## config.mk

```make
export PLATFORM = sky130hd
export DESIGN_NAME = pmrd_seq
export DESIGN_NICKNAME = d
export VERILOG_FILES = /design/src/rtl/pmrd_pkg.sv /design/src/rtl/pmrd_pulse_timer.sv /design/src/rtl/pmrd_page_tracker.sv /design/src/rtl/pmrd_seq.sv
export SDC_FILE = /design/constraint.sdc
export NUM_CORES = 1
export LEC_CHECK = 0
export BUFFER_PORTS_ARGS = -buffer_cell sky130_fd_sc_hd__buf_4
export CAP_MARGIN = 10
export CORE_MARGIN = 2
export CORE_UTILIZATION = 25
export DETAILED_ROUTE_END_ITERATION = 8
export GPL_ROUTABILITY_DRIVEN = 0
export PLACE_DENSITY = 0.53
export SLEW_MARGIN = 10
export SYNTH_ARGS = -nofsm -noshare
export SYNTH_HDL_FRONTEND = slang
export SYNTH_SLANG_ARGS = --single-unit
export TNS_END_PERCENT = 50
```

## constraint.sdc

```tcl
create_clock -name clk -period 2.2 [get_ports clk]
set_clock_uncertainty 0.15 [all_clocks]
set_input_delay 0.33 -clock clk [delete_from_list [all_inputs] [get_ports clk]]
set_output_delay 0.33 -clock clk [all_outputs]
set_load 0.01 [all_outputs]
```

## src/rtl/pmrd_pkg.sv

```systemverilog
package pmrd_pkg;

  typedef enum logic {
    ST_IDLE   = 1'b0,
    ST_ACCESS = 1'b1
  } pmrd_state_e;

endpackage

```

## src/rtl/pmrd_pulse_timer.sv

```systemverilog
module pmrd_pulse_timer #(
  parameter int CNT_W = 6
) (
  input  logic             clk,
  input  logic             rst_n,
  input  logic             load,
  input  logic [CNT_W-1:0] load_val,
  output logic             last
);

  logic [CNT_W-1:0] cnt_q;
  logic [CNT_W-1:0] cnt_d;

  always_comb begin
    cnt_d = cnt_q;
    if (load) begin
      // a zero count still yields a one-cycle access
      cnt_d = (load_val == '0) ? CNT_W'(1) : load_val;
    end else if (cnt_q != '0) begin
      cnt_d = cnt_q - CNT_W'(1);
    end
  end

  always_ff @(posedge clk or negedge rst_n) begin
    if (!rst_n) begin
      cnt_q <= '0;
    end else begin
      cnt_q <= cnt_d;
    end
  end

  assign last = (cnt_q == CNT_W'(1));

  // every loaded access runs at least one cycle
  a_r7_load_nonzero: assert property (@(posedge clk) disable iff (!rst_n)
    load |=> (cnt_q != '0));

endmodule

```

## src/rtl/pmrd_page_tracker.sv

```systemverilog
module pmrd_page_tracker #(
  parameter int ADDR_W     = 24,
  parameter int PAGE_OFS_W = 4,
  localparam int TAG_W     = ADDR_W - PAGE_OFS_W
) (
  input  logic              clk,
  input  logic              rst_n,
  input  logic              open_en,
  input  logic              close,
  input  logic [ADDR_W-1:0] req_addr,
  output logic              hit
);

  logic [TAG_W-1:0] tag_q;
  logic [TAG_W-1:0] tag_d;
  logic             valid_q;
  logic             valid_d;

  always_comb begin
    tag_d   = tag_q;
    valid_d = valid_q;
    if (open_en) begin
      tag_d   = req_addr[ADDR_W-1:PAGE_OFS_W];
      valid_d = 1'b1;
    end else if (close) begin
      valid_d = 1'b0;
    end
  end

  always_ff @(posedge clk or negedge rst_n) begin
    if (!rst_n) begin
      tag_q   <= '0;
      valid_q <= 1'b0;
    end else begin
      tag_q   <= tag_d;
      valid_q <= valid_d;
    end
  end

  assign hit = valid_q && (req_addr[ADDR_W-1:PAGE_OFS_W] == tag_q);

  // a page left by an idle gap never reports a hit
  a_r8_close_drops_page: assert property (@(posedge clk) disable iff (!rst_n)
    (close && !open_en) |=> !valid_q);

endmodule

```

## src/rtl/pmrd_seq.sv

```systemverilog
module pmrd_seq #(
  parameter int ADDR_W     = 24,
  parameter int DATA_W     = 16,
  parameter int PAGE_OFS_W = 4,
  parameter int CNT_W      = 6,
  localparam int BE_W      = DATA_W / 8
) (
  input  logic              clk,
  input  logic              rst_n,
  input  logic [CNT_W-1:0]  cfg_first_pulse,
  input  logic [CNT_W-1:0]  cfg_page_pulse,
  input  logic              cfg_bat,
  input  logic              req_valid,
  output logic              req_ready,
  input  logic [ADDR_W-1:0] req_addr,
  input  logic [BE_W-1:0]   req_be,
  output logic [DATA_W-1:0] rd_data,
  output logic              rd_done,
  output logic [ADDR_W-1:0] mem_addr,
  output logic              mem_cs_n,
  output logic              mem_rd_n,
  output logic [BE_W-1:0]   mem_bs_n,
  input  logic [DATA_W-1:0] mem_data
);
  import pmrd_pkg::*;

  // reset: asserted asynchronously, released on the clock
  logic [1:0] rst_pipe_q;
  logic       rst_n_int;

  always_ff @(posedge clk or negedge rst_n) begin
    if (!rst_n) begin
      rst_pipe_q <= 2'b00;
    end else begin
      rst_pipe_q <= {rst_pipe_q[0], 1'b1};
    end
  end
  assign rst_n_int = rst_pipe_q[1];

  pmrd_state_e       state_q, state_d;
  logic [ADDR_W-1:0] addr_q, addr_d;
  logic [BE_W-1:0]   bs_n_q, bs_n_d;
  logic              cs_n_q, rd_n_q, strobe_n_d;
  logic [DATA_W-1:0] data_q;
  logic              done_q, done_d;
  logic              cap_en;
  logic              accept;
  logic              last;
  logic              hit;
  logic              load;
  logic [CNT_W-1:0]  load_val;
  logic              page_open;
  logic              page_close;

  pmrd_pulse_timer #(.CNT_W(CNT_W)) u_timer (
    .clk      (clk),
    .rst_n    (rst_n_int),
    .load     (load),
    .load_val (load_val),
    .last     (last)
  );

  pmrd_page_tracker #(.ADDR_W(ADDR_W), .PAGE_OFS_W(PAGE_OFS_W)) u_page (
    .clk      (clk),
    .rst_n    (rst_n_int),
    .open_en  (page_open),
    .close    (page_close),
    .req_addr (req_addr),
    .hit      (hit)
  );

  assign req_ready = (state_q == ST_IDLE) || last;
  assign accept    = req_valid && req_ready;

  always_comb begin
    state_d    = state_q;
    addr_d     = addr_q;
    bs_n_d     = bs_n_q;
    strobe_n_d = cs_n_q;
    load       = 1'b0;
    load_val   = cfg_first_pulse;
    page_open  = 1'b0;
    page_close = 1'b0;
    done_d     = 1'b0;
    cap_en     = 1'b0;
    if ((state_q == ST_ACCESS) && last) begin
      done_d = 1'b1;
      cap_en = 1'b1;
    end
    if (accept) begin
      state_d    = ST_ACCESS;
      addr_d     = req_addr;
      bs_n_d     = cfg_bat ? '0 : ~req_be;
      strobe_n_d = 1'b0;
      load       = 1'b1;
      load_val   = ((state_q == ST_ACCESS) && hit) ? cfg_page_pulse : cfg_first_pulse;
      page_open  = 1'b1;
    end else if ((state_q == ST_ACCESS) && last) begin
      state_d    = ST_IDLE;
      bs_n_d     = '1;
      strobe_n_d = 1'b1;
      page_close = 1'b1;
    end
  end

  always_ff @(posedge clk or negedge rst_n_int) begin
    if (!rst_n_int) begin
      state_q <= ST_IDLE;
      addr_q  <= '0;
      bs_n_q  <= '1;
      cs_n_q  <= 1'b1;
      rd_n_q  <= 1'b1;
      done_q  <= 1'b0;
    end else begin
      state_q <= state_d;
      addr_q  <= addr_d;
      bs_n_q  <= bs_n_d;
      cs_n_q  <= strobe_n_d;
      rd_n_q  <= strobe_n_d;
      done_q  <= done_d;
    end
  end

  always_ff @(posedge clk or negedge rst_n_int) begin
    if (!rst_n_int) begin
      data_q <= '0;
    end else if (cap_en) begin
      data_q <= mem_data;
    end
  end

  assign mem_addr = addr_q;
  assign mem_cs_n = cs_n_q;
  assign mem_rd_n = rd_n_q;
  assign mem_bs_n = bs_n_q;
  assign rd_data  = data_q;
  assign rd_done  = done_q;

  // the strobes are released only after a final cycle with nothing pending
  a_r3_release_at_end: assert property (@(posedge clk) disable iff (!rst_n_int)
    $rose(mem_cs_n) |-> $past(last && !req_valid));

  // byte selects are released outside an access
  a_r10_bs_idle: assert property (@(posedge clk) disable iff (!rst_n_int)
    mem_cs_n |-> (mem_bs_n == '1));

  // a page hit keeps the page bits of the address
  a_r11_page_bits_stable: assert property (@(posedge clk) disable iff (!rst_n_int)
    (accept && hit && (state_q == ST_ACCESS)) |=>
      (mem_addr[ADDR_W-1:PAGE_OFS_W] == $past(mem_addr[ADDR_W-1:PAGE_OFS_W])));

  // done only follows an asserted strobe
  a_r9_done_after_strobe: assert property (@(posedge clk) disable iff (!rst_n_int)
    rd_done |-> $past(!mem_cs_n));

  // no acceptance before the final cycle of an access
  a_r12_ready_blocked: assert property (@(posedge clk) disable iff (!rst_n_int)
    (!mem_cs_n && !last) |-> !req_ready);

endmodule

```

==> impl_results.md, run 1 <==
- Status: finished, final reports clean
- CTS Buf Count: 5
- Hold depth: 3
- Total track usage: 12.2%
- CP peak stage delay: 410 ps
- Sequential-to-total area share from yosys stat: 53.0%
- Clock slew at reported path FFs: 100 ps
- Global-route wire length before repair: 10.7 mm
- Yosys cell types: 38
- Leading area contributor after synthesis: dfrtp_1
- Startpoint Class: flop
- Mapped Avg Cell Area: 10.2 µm²
- Initial antenna violation count: 0
- Via-per-instance ratio: 4.29
- Root buf cell: clkbuf_8
- Worst-case clock buffer depth: 2
- Placed Area: 3430 µm²
- DRC: 0
- # IOs: 104
- Final Instance Area: 3540 µm²
- Pre-CTS worst setup slack: 146 ps
- H-tree Lvls: 2
- Fin crit period: 1990 ps
- Vias in the first global route: 2088
- Via count: 2077
- #FFs+latches synth: 53
- HP Start: req_addr[1]
- Post-synth EDFFs: 0
- Max-Slew Margin vs Limit: 64.6%
- Largest net degree at the start of global routing: 32
- Drt initial violations: 87
- # Post-CTS Setup Buffers: 0
- Setup crit end kind: flop
- Largest cells by area after synthesis: dfrtp_1 50%, nand2_1 11%, xor2_1 7.3%
- Top Layer Used: met4
- R2R Path End: u_timer.cnt_q[0]
- DRT Pass-1 Iters: 4
- Layout cells sized above 1: 40.5%
- Chip Height: 104 µm
- Crit path kind: flop to flop
- DR WL/cell: 13.2 µm
- CTS tree: yes
- Final setup vio count: 0
- Worst path arrival time: 2020 ps
- Row count: 36
- RSZ-0062 raised after global routing: false
- Peak Freq: 0.503 GHz
- Critical Path, Cell by Cell: xor2_1 -> nor4_1 -> nand4_1 -> a2111oi_2 -> o31ai_2
- Post-Syn Area: 2510 µm²
- Hold Path End: mem_addr[1]
- Reg2Reg Depth: 5
- Met2 wire length: 3.24 mm
- Synthesized Nets: 306
- Detail Route Antenna Nets: 0
- Initial Util: 25.7%
- Clk_lat worst skew: 310 ps
- Final hold viol count: 0
- Wire length on met1: 2.75 mm
- Top Family by Delay on Critical Path: simple AND/OR/NAND/NOR gates
- Ys async rst share: 100%
- Pleak: 1.75 nW
- CP Data Required Time: 2230 ps
- Core Area: 9770 µm²
- Final net count: 411
- Least-Margin Pin Slew: 531 ps
- Final period utilization: 90.3%
- R2R setup slack: 210 ps
- Max VDD drop: 500 µV
- Critical path buffers and inverters: 0
- Max Slew Vio Count: 0
- Yosys warns: 0
- CP max-delay cell: dfrtp_1
- Hold Path Class: input port to flop
- Chip Width: 104 µm
- Clk sinks: 53
- Antenna Cells: 0
- Hold slack: 52.7 ps
- Max_cap viols: 0
- Commonest register cell after synthesis: dfrtp_1
- Die ar.: 10900 µm²
- Total global routing overflow: 0
- Setup TNS: 0 ps
- Routed WL: 6.38 mm
- CP Max Fanout: 6
- Cells after synthesis: 245
- I/O Buffers: 103
- HPWL after DPL: 4.93 mm
- Met3 wire len: 331 µm
- Power density over cell area: 1220 nW/µm²
- Reg2reg start: mem_addr[13]
- Final worst slack: 213 ps
- Layout area overhead: 41.2%
- Yosys top cell area share: 49.9%
- Tot Pwr: 0.00432 W
-- synth_stat cells, drive strengths merged, types with 4 or more instances --
cell type  instances
xor2              21
buf                9
dfrtp             50
nand2             76
a31oi              5
o21ai              9
nor3               4
a21oi             10
nor4               5
mux2              16
nor2               6
-- worst max-delay path by stage --
stage / start / to / slack [ps] / cells past startpoint
6_report: mem_addr[13] / u_timer.cnt_q[0] / 210 / 5
4_1_cts: mem_addr[13] / u_timer.cnt_q[0] / 150 / 5
5_1_grt: mem_addr[5] / u_timer.cnt_q[0] / 20 / 5
3_3_place_gp: req_addr[13] / u_timer.cnt_q[0] / 160 / 6
2_1_floorplan: mem_addr[13] / u_timer.cnt_q[0] / 400 / 5
3_5_place_dp: req_addr[13] / u_timer.cnt_q[0] / 150 / 6
-- flip-flops by register name (all words and copies together) (netlist names) --
name	count
rd_data	16
rd_done	1
mem_addr	24
rst_pipe_q	2
mem_bs_n	2
state_q	1
u_timer.cnt_q	6
mem_rd_n	1
-- report_power, final --
group          total, W  switching (W)  internal (W)  leakage [nW]
sequential      0.00182       0.000364       0.00146         0.635
clock          0.000577       0.000321      0.000257        0.0445
combinational   0.00193       0.000882       0.00105          1.07
-- what timing repair did --
action | in CTS | in global routing
setup endpoints to repair | 0 | 3
gates resized for setup | 0 | 1
endpoints found under the hold margin | 2 | 0
hold buffers | 1 | 0
-- metrics by stage --
step,util [%],std cells
floorplan,-,245
global placement,35.1,475
detailed placement,35.1,475
CTS,36.2,484
global route,36.3,484
finish,36.3,484
-- metal layers --
metal,up-vias,global-route usage [%]
li1,1019,-
met1,996,15.8
met2,56,20.6
met3,6,2.88
met4,0,2.61
met5,-,0
-- tightest hold or removal path: stages --
cell	delay (ps)
buf_4	80
nand2_1	40
nand2_1	40
-- final cells by class --
type	count	area, µm²
Fill cell	1045	6230
Clock inverter	1	7.51
Clock buffer	7	86.3
Multi-Input combinational cell	178	1090
Sequential cell	53	1330
Inverter	3	11.3
Timing Repair Buffer	109	846
Tap cell	133	166
-- logic make-up (layout without fill, tap and decap cells) --
family	count (synthesis)	in the layout	share of synthesized area, %
DFF	53	53	53.0
muxes	17	17	7.58
AOI/OAI and AO/OA	32	32	7.88
and+or+nand+nor	101	101	17.9
xor gates and xnor gates	24	24	8.38
other	1	1	0.149
adders and majority gates	3	3	1.50
buffers and inverters	14	120	3.59
-- cell usage in the layout (no fill, tap or decap), types with 3 or more instances in the layout --
cell type	synthesis	final
buf_4	3	106
nand2_1	75	75
dfrtp_1	50	49
xor2_1	21	21
mux2_2	16	16
a21oi_1	10	10
o21ai_0	9	9
nor2_1	6	6
clkbuf_8	0	6
a31oi_1	5	5
nor3_1	4	4
inv_1	3	3
xnor2_1	3	3
ha_1	3	3
dfstp_2	3	3
(Power assumes the default switching activity.)
==> run 2: changes to the inputs <==
--- a/config.mk
+++ b/config.mk
@@ -7,13 +7,15 @@
 export LEC_CHECK = 0
 export BUFFER_PORTS_ARGS = -buffer_cell sky130_fd_sc_hd__buf_4
 export CAP_MARGIN = 10
-export CORE_MARGIN = 2
+export CORE_MARGIN = 8
 export CORE_UTILIZATION = 25
+export CTS_BUF_LIST = sky130_fd_sc_hd__clkbuf_8 sky130_fd_sc_hd__clkbuf_16
 export DETAILED_ROUTE_END_ITERATION = 8
 export GPL_ROUTABILITY_DRIVEN = 0
-export PLACE_DENSITY = 0.53
+export PLACE_DENSITY = 0.51
 export SLEW_MARGIN = 10
 export SYNTH_ARGS = -nofsm -noshare
 export SYNTH_HDL_FRONTEND = slang
+export SYNTH_HIERARCHICAL = 1
 export SYNTH_SLANG_ARGS = --single-unit
 export TNS_END_PERCENT = 50
==> run 2 against run 1 <==
  * The flow now finishes with violations (setup timing)
  * Highest routed layer unchanged
  * Global-route usage down 2.6 points
  * Synthesized area is 36% higher
  * Critical path type unchanged
  * Via count up 8.8%
==> impl_results.md, run 2 <==
- Status: finished with violations
- Failing checks: setup timing
- Vias in the first global route: 2592
- Peak Freq: 0.372 GHz
- DRT Pass-1 Iters: 3
- Die ar.: 17600 µm²
- Mapped Avg Cell Area: 14.5 µm²
- H-tree Lvls: 3
- Total global routing overflow: 0
- Power density over cell area: 1320 nW/µm²
- HPWL after DPL: 5.94 mm
- Synthesized Nets: 295
- Setup TNS: -1700 ps
- Yosys top cell area share: 52.1%
- Clock slew at reported path FFs: 60 ps
- Clk sinks: 74
- Chip Width: 133 µm
- Largest cells by area after synthesis: dfrtp_1 52%, mux2_2 16%, mux2_4 8.4%
- Setup crit end kind: flop
- Yosys warns: 6
- Startpoint Class: flop
- Cell with the most instances after synthesis: dfrtp_1
- CP Max Fanout: 6
- Cells after DPL: 528
- # IOs: 104
- Initial Util: 25.6%
- Max Slew Vio Count: 0
- DRC: 0
- Post-synth top cells: 71 x dfrtp_1, 47 x mux2_2, 19 x mux2_4
- Most frequent cells in the layout: 121 x buf_4, 70 x dfrtp_1, 34 x mux2_4
- Hold Path Class: input port to flop
- Root buf cell: clkbuf_16
- Drt initial violations: 38
- Clk_lat worst skew: 330 ps
- Row count: 42
- Worst path arrival time: 2780 ps
- Ys async rst share: 100%
- Largest register FFs: 24
- Via-per-instance ratio: 4.14
- Sequential-to-total area share from yosys stat: 54.4%
- Antenna Cells: 0
- Cells after synthesis: 235
- Max_cap viols: 0
- Hold slack: 79.5 ps
- Post-Syn Area: 3410 µm²
- Core Area: 13300 µm²
- Via count: 2260
- Pleak: 2.36 nW
- CTS Buf Count: 9
- Worst-case clock buffer depth: 2
- #FFs+latches synth: 74
- Hold depth: 2
- Initial antenna violation count: 0
- Commonest register cell after synthesis: dfrtp_1
- Detail Route Antenna Nets: 0
- Final Instance Area: 4940 µm²
- Final setup vio count: 6
- Placed Area: 4530 µm²
- Largest net degree at the start of global routing: 43
- Total track usage: 9.57%
- Layout area overhead: 44.9%
- Yosys cell types: 43
- Global-route wire length before repair: 13.4 mm
- Leading cell type in the layout, fill and taps excluded: buf_4
- Final net count: 426
- Final period utilization: 122%
- Reg2Reg Depth: 10
- Max VDD drop: 612 µV
- Final hold viol count: 0
- RSZ-0062 raised after global routing: true
- Crit path kind: flop to flop
- Leading area contributor after synthesis: dfrtp_1
- CP Data Required Time: 2290 ps
- Layout cells sized above 1: 62.4%
- Tot Pwr: 0.00653 W
- I/O Buffers: 103
- Routed WL: 8.15 mm
- Post-synth EDFFs: 0
- Fin crit period: 2690 ps
- Non-Filler Instances: 546
- Final worst slack: -485 ps
- Chip Height: 133 µm
- DR WL/cell: 14.9 µm
- CTS tree: yes
## run 2: logic make-up (layout without fill, tap and decap cells)
logic type / after synthesis / after routing / share of synthesized area (%)
other: 1 / 1 / 0.110
muxes: 68 / 68 / 24.5
and+or+nand+nor: 34 / 34 / 6.87
xor gates and xnor gates: 22 / 22 / 5.65
buffers and inverters: 16 / 151 / 3.34
AOI/OAI and AO/OA: 18 / 18 / 4.37
adders and majority gates: 2 / 2 / 0.734
DFF: 74 / 74 / 54.4
## run 2: power by group
group          leakage (nW)  switching (W)  total (W)  internal [W]
Combinational          1.33        0.00107    0.00274       0.00168
Sequential            0.882       0.000408    0.00244       0.00203
Clock                 0.140       0.000538    0.00135      0.000808
## run 2: area by class of cell
type | count | area (µm²)
Clock buffer | 11 | 253
Clock inverter | 4 | 20.0
Fill cell | 1292 | 8360
Inverter | 8 | 32.5
Multi-Input combinational cell | 145 | 1550
Sequential cell | 74 | 1860
Tap cell | 176 | 220
Timing Repair Buffer | 128 | 1000
## run 2: critical path, cell delays in order (launching register included)
cell      delay [ps]
dfrtp_1          380
xor2_1           150
nor4_2           330
nand3_1          170
nor4_4           280
nand4_1          160
buf_6            170
mux2_4           300
nor3_2           190
a21oi_2           80
a221oi_2         230
## run 2: final timing paths
| path | start | to | slack (ps) |
|---|---|---|---|
| min | mem_data[6] | rd_data[6] | 80 |
| max in group asynchronous | rst_pipe_q[1] | mem_bs_n[0] | 1140 |
| min in group asynchronous | rst_pipe_q[1] | mem_addr[5] | 120 |
| max | u_page/tag_q[12] | u_timer/cnt_q[0] | -490 |
| min reg2reg | rst_pipe_q[1] | mem_addr[5] | 120 |
| max reg2reg | u_page/tag_q[12] | u_timer/cnt_q[0] | -490 |
## run 2: repair_timing
item | in CTS | in global routing
cloned | 0 | 0
hold buffers | 1 | 0
setup buffers | 2 | 0
endpoints found under the hold margin | 2 | 0
setup endpoints to repair | 19 | 33
gates resized for setup | 10 | 18
pin swaps | 1 | 2
## run 2: layer usage
layer	part of all wire [%]	global-route usage, %
met4	0.92	2.65
met5	0	0
met3	8.2	5.34
met2	46	14.4
met1	45	11.5
## run 2: through the flow
stage	utilization, %	setup WS, ps
floorplan	-	-213
global placement	34.0	-566
detailed placement	34.0	-608
CTS	36.6	-494
global route	37.1	-675
finish	37.1	-485
==> run 3: changes to the inputs <==
--- a/config.mk
+++ b/config.mk
@@ -12,6 +12,7 @@
 export CTS_BUF_LIST = sky130_fd_sc_hd__clkbuf_8 sky130_fd_sc_hd__clkbuf_16
 export DETAILED_ROUTE_END_ITERATION = 8
 export GPL_ROUTABILITY_DRIVEN = 0
+export GPL_TIMING_DRIVEN = 0
 export PLACE_DENSITY = 0.51
 export SLEW_MARGIN = 10
 export SYNTH_ARGS = -nofsm -noshare
==> run 3 against run 2 <==
  * First-iteration DRC count is 100% higher
  * Via count is 1.0% higher
  * Largest cell class unchanged
  * Global-route usage is 0.25 points higher
  * Utilization is 0.39 points lower
  * The run still ends with setup timing left
  * Largest power group unchanged
  * Clock power is 7% higher
  * Power is 0.43% lower
==> impl_results.md, run 3 (synthesized netlist as in run 2, its figures left out) <==
- CP Max Fanout: 6
- Most frequent cells in the layout: 112 x buf_4, 68 x dfrtp_1, 45 x mux2_2
- Detail Route Antenna Nets: 0
- Chip Width: 133 µm
- Status: finished with violations
- Final net count: 421
- H-tree Lvls: 3
- Initial antenna violation count: 0
- Largest net degree at the start of global routing: 38
- Clk_lat worst skew: 340 ps
- Peak Freq: 0.371 GHz
- Failing checks: setup timing
- Tot Pwr: 0.00650 W
- Hold slack: 46.3 ps
- DRT Pass-1 Iters: 4
- Core Area: 13300 µm²
- Die ar.: 17600 µm²
- Filler cells: 1299
- Final worst slack: -496 ps
- Final hold viol count: 0
- Worst path arrival time: 2790 ps
- Pleak: 2.30 nW
- Startpoint Class: flop
- Storage cell area: 1860 µm²
- Clk sinks: 74
- Via count: 2283
- Hold Path Class: input port to flop
- R2R setup slack: -500 ps
- Total track usage: 9.82%
- RSZ-0062 raised after global routing: true
- Crit path kind: flop to flop
- HPWL after DPL: 6.00 mm
- Final setup vio count: 26
- Drt initial violations: 77
- Row count: 42
- Final period utilization: 123%
- Max Slew Vio Count: 0
- Leading cell type in the layout, fill and taps excluded: buf_4
- Setup TNS: -3670 ps
- CTS Buf Count: 9
- R2R Path End: u_timer/cnt_q[0]
- Worst-case clock buffer depth: 2
- Vias in the first global route: 2560
- Layout cells sized above 1: 61.7%
- Fin crit period: 2700 ps
- Global-route wire length before repair: 13.5 mm
- Initial Util: 25.6%
- Antenna Cells: 0
- CTS tree: yes
- I/O Buffers: 102
- Setup crit end kind: flop
- Reg2reg start: u_page/tag_q[13]
- Reg2Reg Depth: 10
- Area taken by multi-input logic gates: 1490 µm²
- Root buf cell: clkbuf_16
- DR WL/cell: 15.1 µm
- # IOs: 104
- CP Data Required Time: 2290 ps
- Via-per-instance ratio: 4.21
- Hold depth: 2
- Max VDD drop: 447 µV
- Power density over cell area: 1330 nW/µm²
- Largest register FFs: 24
- Routed WL: 8.19 mm
- Total global routing overflow: 0
- DRC: 0
- Max_cap viols: 0
- Clock slew at reported path FFs: 50 ps
- Chip Height: 133 µm
- Layout area overhead: 43.4%
- Hold Path End: mem_rd_n
- HP Start: req_valid
-- run 3: layout make-up --
cell class	instances	share of cell area, %
sequential	74	38.1
multi-input combinational	145	30.6
timing repair buffer	115	18.1
clock buffer	10	4.89
tap	176	4.51
buffer	8	2.05
clock inverter	6	1.05
inverter	8	0.691
-- run 3: worst max-delay path by stage --
| stage | start | endpoint | slack [ps] | cells past startpoint |
|---|---|---|---|---|
| floorplan | u_page/tag_q[13] | u_timer/cnt_q[0] | -210 | 9 |
| global placement | req_addr[17] | u_timer/cnt_q[0] | -800 | 10 |
| detailed placement | req_addr[17] | u_timer/cnt_q[0] | -830 | 10 |
| CTS | u_page/tag_q[13] | u_timer/cnt_q[0] | -500 | 10 |
| global route | u_page/tag_q[7] | u_timer/cnt_q[0] | -620 | 10 |
| finish | u_page/tag_q[13] | u_timer/cnt_q[0] | -500 | 10 |
-- run 3: power breakdown --
part	leakage (nW)	total, W	internal [W]	switching [W]
sequential	0.880	0.00248	0.00204	0.000445
clock	0.156	0.00144	0.000892	0.000544
combinational	1.27	0.00259	0.00159	0.000997
total	2.30	0.00650	0.00452	0.00199
-- run 3: repair_timing --
item                                    in CTS  in global routing
pin swaps                                    4                  1
resized for setup                           11                  3
endpoints found under the setup margin      28                 27
hold buffers                                 1                  0
cloned                                       0                  0
setup buffers                                7                  4
endpoints found under the hold margin        2                  0
-- run 3: worst max-delay path, cell delays in order (launching register included) --
cell and delay, ps:
dfrtp_1 380, xor2_1 150, nor4_2 350, nand3_1 180
nor4_4 280, nand4_1 140, buf_6 160, mux2_4 300
nor3_2 170, a21oi_1 100, a221oi_2 240
-- run 3: routing by layer --
| metal | share of wire, % | track usage [%] | vias to the layer above |
|---|---|---|---|
| met1 | 43 | 11.3 | 1117 |
| li1 | - | - | 1080 |
| met5 | 0 | 0 | - |
| met2 | 46 | 14.8 | 77 |
| met3 | 9.1 | 5.11 | 9 |
| met4 | 1.5 | 4.54 | 0 |
-- run 3: metrics by stage --
stage	util (%)	area (µm²)	worst slack, ps	cells
3_3_place_gp	33.2	4420	-804	513
6_report	36.7	4890	-496	542
4_1_cts	36.4	4840	-495	538
2_1_floorplan	-	3430	-213	235
3_5_place_dp	33.4	4440	-827	514
5_1_grt	36.7	4890	-622	542
